`src/rtl/dsm2_mod.sv`:
```
module dsm2_mod #(
  parameter int W = 16,
  parameter int F = 12,
  parameter int G = 4
) (
  input  logic                clk,
  input  logic                rst,
  input  logic                in_valid,
  input  logic signed [W-1:0] din,
  input  logic                hp_mode,
  output logic                out_valid,
  output logic [2:0]          code
);
  localparam int AW = W + G;
  localparam int EW = AW + 2;
  localparam logic signed [EW-1:0] HI   = EW'((1 << (AW-1)) - 1);
  localparam logic signed [EW-1:0] LO   = -EW'(1 << (AW-1));
  localparam logic signed [EW-1:0] MID  = EW'(2 << F);
  localparam logic signed [EW-1:0] HALF = EW'(1 << (F-1));

  logic signed [AW-1:0] i1_q, i2_q;
  logic [2:0]           code_q;
  logic                 mode_q, ov_q;

  logic signed [EW-1:0] u, fb, i1x, i2x, s1, s2, n1x, r, qv;
  logic signed [AW-1:0] n1, n2;
  logic [2:0]           qc;

  function automatic logic signed [AW-1:0] sat(input logic signed [EW-1:0] v);
    if (v > HI)      return HI[AW-1:0];
    else if (v < LO) return LO[AW-1:0];
    else             return v[AW-1:0];
  endfunction

  assign u   = {{(EW-W){din[W-1]}}, din} + MID;
  assign fb  = EW'({code_q, {F{1'b0}}});
  assign i1x = {{(EW-AW){i1_q[AW-1]}}, i1_q};
  assign i2x = {{(EW-AW){i2_q[AW-1]}}, i2_q};
  assign s1  = mode_q ? (u + fb - i1x) : (i1x + u - fb);
  assign n1  = sat(s1);
  assign n1x = {{(EW-AW){n1[AW-1]}}, n1};
  assign s2  = mode_q ? (n1x + fb - i2x) : (i2x + n1x - fb);
  assign n2  = sat(s2);
  assign r   = {{(EW-AW){n2[AW-1]}}, n2} + HALF;
  assign qv  = r >>> F;

  always_comb begin
    if (qv < 0)      qc = 3'd0;
    else if (qv > 4) qc = 3'd4;
    else             qc = qv[2:0];
  end

  always_ff @(posedge clk) begin
    if (rst) begin
      i1_q   <= '0;
      i2_q   <= '0;
      code_q <= 3'd0;
      ov_q   <= 1'b0;
      mode_q <= hp_mode;
    end else begin
      ov_q <= in_valid;
      if (in_valid) begin
        i1_q   <= n1;
        i2_q   <= n2;
        code_q <= qc;
      end
    end
  end

  assign out_valid = ov_q;
  assign code      = code_q;
endmodule

```
`config.mk`:
```
export PLATFORM = sky130hd
export DESIGN_NAME = dsm2_mod
export DESIGN_NICKNAME = d
export VERILOG_FILES = /design/src/rtl/dsm2_mod.sv
export SDC_FILE = /design/constraint.sdc
export NUM_CORES = 1
export LEC_CHECK = 0
export BUFFER_PORTS_ARGS = -buffer_cell sky130_fd_sc_hd__buf_2
export CORE_MARGIN = 4
export CORE_UTILIZATION = 35
export CTS_BUF_LIST = sky130_fd_sc_hd__clkbuf_4 sky130_fd_sc_hd__clkbuf_8
export CTS_CLUSTER_SIZE = 28
export DETAILED_ROUTE_END_ITERATION = 6
export MAX_ROUTING_LAYER = met4
export PLACE_DENSITY_LB_ADDON = 0.05
export SLEW_MARGIN = 10
export SYNTH_ARGS = -nofsm -noshare
export SYNTH_HDL_FRONTEND = slang
export SYNTH_SLANG_ARGS = --single-unit
```
`constraint.sdc`:
```
create_clock -name clk -period 22.2 [get_ports clk]
set_clock_uncertainty 0.15 [all_clocks]
set_input_delay 1.11 -clock clk [delete_from_list [all_inputs] [get_ports clk]]
set_output_delay 1.11 -clock clk [all_outputs]
set_load 0.1 [all_outputs]
```
==> qor.csv <==
metric,value,unit
status,completed,
endpoint_kind,flop,
drt-total-wl,22100,um
area_growth,5.72,%
post_synth_fa_ha_maj_area_fraction,0.277,
ctsResizeCount,0,
hpwlAfterDp,18200,um
drc,0,
gr-usage-all-layers,0.180,
h-tree-depth,2,
ant_nets,0,
min-delay-start,i1_q[17]$_SDFFE_PP0P_,
ff2ff_setup_slack,12.96,ns
hold_depth,1,
syn_area,7940,um^2
die_w,159,um
finalCritPeriodShare,0.440,
synth_xor_area_frac,0.0860,
finalHoldViolCount,0,
grt_max_degree,58,
regToRegStartpoint,i1_q[2]$_SDFFE_PP0P_,
wl_met2,9260,um
final-max-slew-violation-count,0,
max_freq,102,MHz
die_area,25200,um^2
cts_sinks,45,
top_layer_used,met4,
antenna_cells,0,
multiInputGateArea,6340,um^2
grt_pass1_wl,35400,um
synth_nets,1273,
drtIter0Drc,382,
wl_met1,11900,um
core_area,22100,um^2
synthCells,1085,
numCtsBuffers,5,
start_util,0.359,
dpl_cell_area,8310,um^2
die_h,159,um
io_buffers,23,
syn_avg_cell_area,7.32,um^2
period_needed,9.76,ns
setup_viol_count_final,0,
critical_path.max_stage_delay,0.65,ns
grt_setup_unrepaired,false,
critPathKind,in2reg,
setup_slack,12.44,ns
gr-total-overflow,0,
regArea,911,um^2
fin_setup_tns,0,ns
slew-limit-headroom,0.395,
grt_pass1_vias,6831,
fin_nets,1275,
tightestPinTransition,0.906,ns
wl_per_cell,16.1,um
min_path_type,reg2reg,
synth_seq_area_share,0.115,
yosys_warnings,0,
wl_met3,518,um
synth_ff_type,dfxtp_1,
maxCapViolations,0,
synth_top_family_by_area,adder cells,
cts_hold_buf,0,
r2r_cells,35,
cts-root-buf,clkbuf_8,
crit_start,din[2],
synth_cell_types,69,
postLayoutCellArea,8400,um^2
vias,7151,
hold_end,i1_q[17]$_SDFFE_PP0P_,
antenna_found_initial,0,
required,22.30,ns
gp_congestion,0.892,
path_clk_slew,0.09,ns
ys_ff_latch,45,
r2r_end,code[0]$_SDFFE_PP0P_,
preCtsSetupSlack,12.25,ns
crit_path_start_kind,input port,
holdWs,0.339,ns
critPathMaxFanout,20,
cts_buffer_depth,2,
vias_per_cell,5.23,
cts_tree,yes,
drive_gt1_frac,0.0506,
synthArstFlopShare,0,
top_level_ports,24,
fillers,2408,
synthMuxAreaShare,0.0129,
cpMaxStageDelayCell,o311ai_0,
clkLatencyLatePin,0.31,ns
synth_compound_area_frac,0.258,
drt_pass1_iterations,5,
arrival,9.87,ns
synth_edf_count,1,
synth-simple-area-share,0.165,
postCtsSetupBuffers,0,
row_count,54,
[cell usage in the layout (no fill, tap or decap), types with 3 or more instances in the layout]
cell type and n:
a21o_1 27, a31o_2 5, or3_1 5, a211o_1 5, o21ai_0 47, a31oi_1 11
xnor2_1 40, o22ai_1 17, nand3_1 15, a211oi_1 25, a21oi_1 103, a22o_1 4
nor2b_1 14, o211ai_1 4, nand2_1 59, o31a_1 4, mux2i_1 8, xor2_1 38
clkbuf_8 5, and3_1 10, o21ai_1 3, nor3_1 16, buf_2 23, dfxtp_1 44
and2_1 7, inv_1 149, nor2_1 131, o21a_1 17, fa_1 13, buf_4 4
nand2b_1 18, a21boi_0 3, o21bai_1 5, nand4_1 4, ha_1 155, a22oi_1 3
[stage by stage]
step	instances	util
after detailed placement	1360	0.376
after floorplan	1085	-
after global routing	1368	0.380
after global placement	1360	0.376
final	1368	0.380
after CTS	1368	0.380
[sequential cells by signal (all words and copies together), names as in the netlist]
register / flops
out_valid: 1
mode_q: 1
i2_q: 20
code: 3
i1_q: 20
[worst max-delay path: cells and delay by family]
kind	cells	cell delay, ns
buffers and inverters	6	0.45
AO/OA/AOI/OAI	17	4.90
AND/OR/NAND/NOR	5	1.04
adder cells (fa/ha/maj)	6	1.88
XOR/XNOR	1	0.14
multiplexers	1	0.32
[how the worst max path moves through the flow]
stage | to | slack, ns | cells past startpoint
floorplan | code[0]$_SDFFE_PP0P_ | 13.85 | 38
global placement | code[0]$_SDFFE_PP0P_ | 12.26 | 36
detailed placement | code[1]$_SDFFE_PP0P_ | 12.25 | 36
CTS | code[0]$_SDFFE_PP0P_ | 12.51 | 36
global route | code[1]$_SDFFE_PP0P_ | 11.79 | 36
finish | code[0]$_SDFFE_PP0P_ | 12.44 | 36
[layer usage]
metal  GRT usage  vias to the layer above
li1            -                     3741
met1       0.267                     3294
met2       0.270                       95
met3     0.00707                       21
met4      0.0374                        0
met5           -                        -
[cells in the mapped netlist (all sizes together), types with 4 or more instances]
cell | count | area (um^2)
nand4 | 4 | 25.0
nand3 | 15 | 75.1
and2 | 8 | 52.6
clkbuf | 26 | 97.6
xnor2 | 40 | 350
a211oi | 27 | 213
buf | 6 | 33.8
fa | 13 | 260
o31a | 4 | 35.0
o21bai | 5 | 37.5
mux2i | 8 | 80.1
o211ai | 4 | 30.0
nand2b | 18 | 113
a31oi | 11 | 68.8
a22o | 4 | 35.0
a21o | 27 | 203
o21ai | 51 | 259
xor2 | 38 | 333
inv | 149 | 559
a31o | 5 | 43.8
nand2 | 59 | 221
nor2 | 131 | 492
nor3 | 17 | 90.1
and3 | 10 | 62.6
a21oi | 104 | 524
dfxtp | 44 | 881
nor2b | 14 | 87.6
o21a | 17 | 128
ha | 155 | 1940
a211o | 5 | 43.8
o22ai | 17 | 106
or3 | 5 | 31.3
[area by class of cell]
class                           instances  share of cell area
Multi-Input combinational cell        859               0.755
Sequential cell                        45               0.108
Inverter                              149              0.0666
Tap cell                              280              0.0417
Timing Repair Buffer                   27              0.0173
Clock buffer                            7             0.00998
Clock inverter                          1            0.000745
[cells by family (layout without fill, tap and decap cells)]
kind of cell,Yosys count,count (layout)
AO/OA/AOI/OAI,314,314
AND/OR/NAND/NOR,289,289
buffers and inverters,181,184
adder cells (fa/ha/maj),168,168
XOR/XNOR,78,78
flip-flops,45,45
multiplexers,10,10
Power is not shown: default switching activity piles up to over one toggle a cycle in this logic, so the estimate is an artifact.
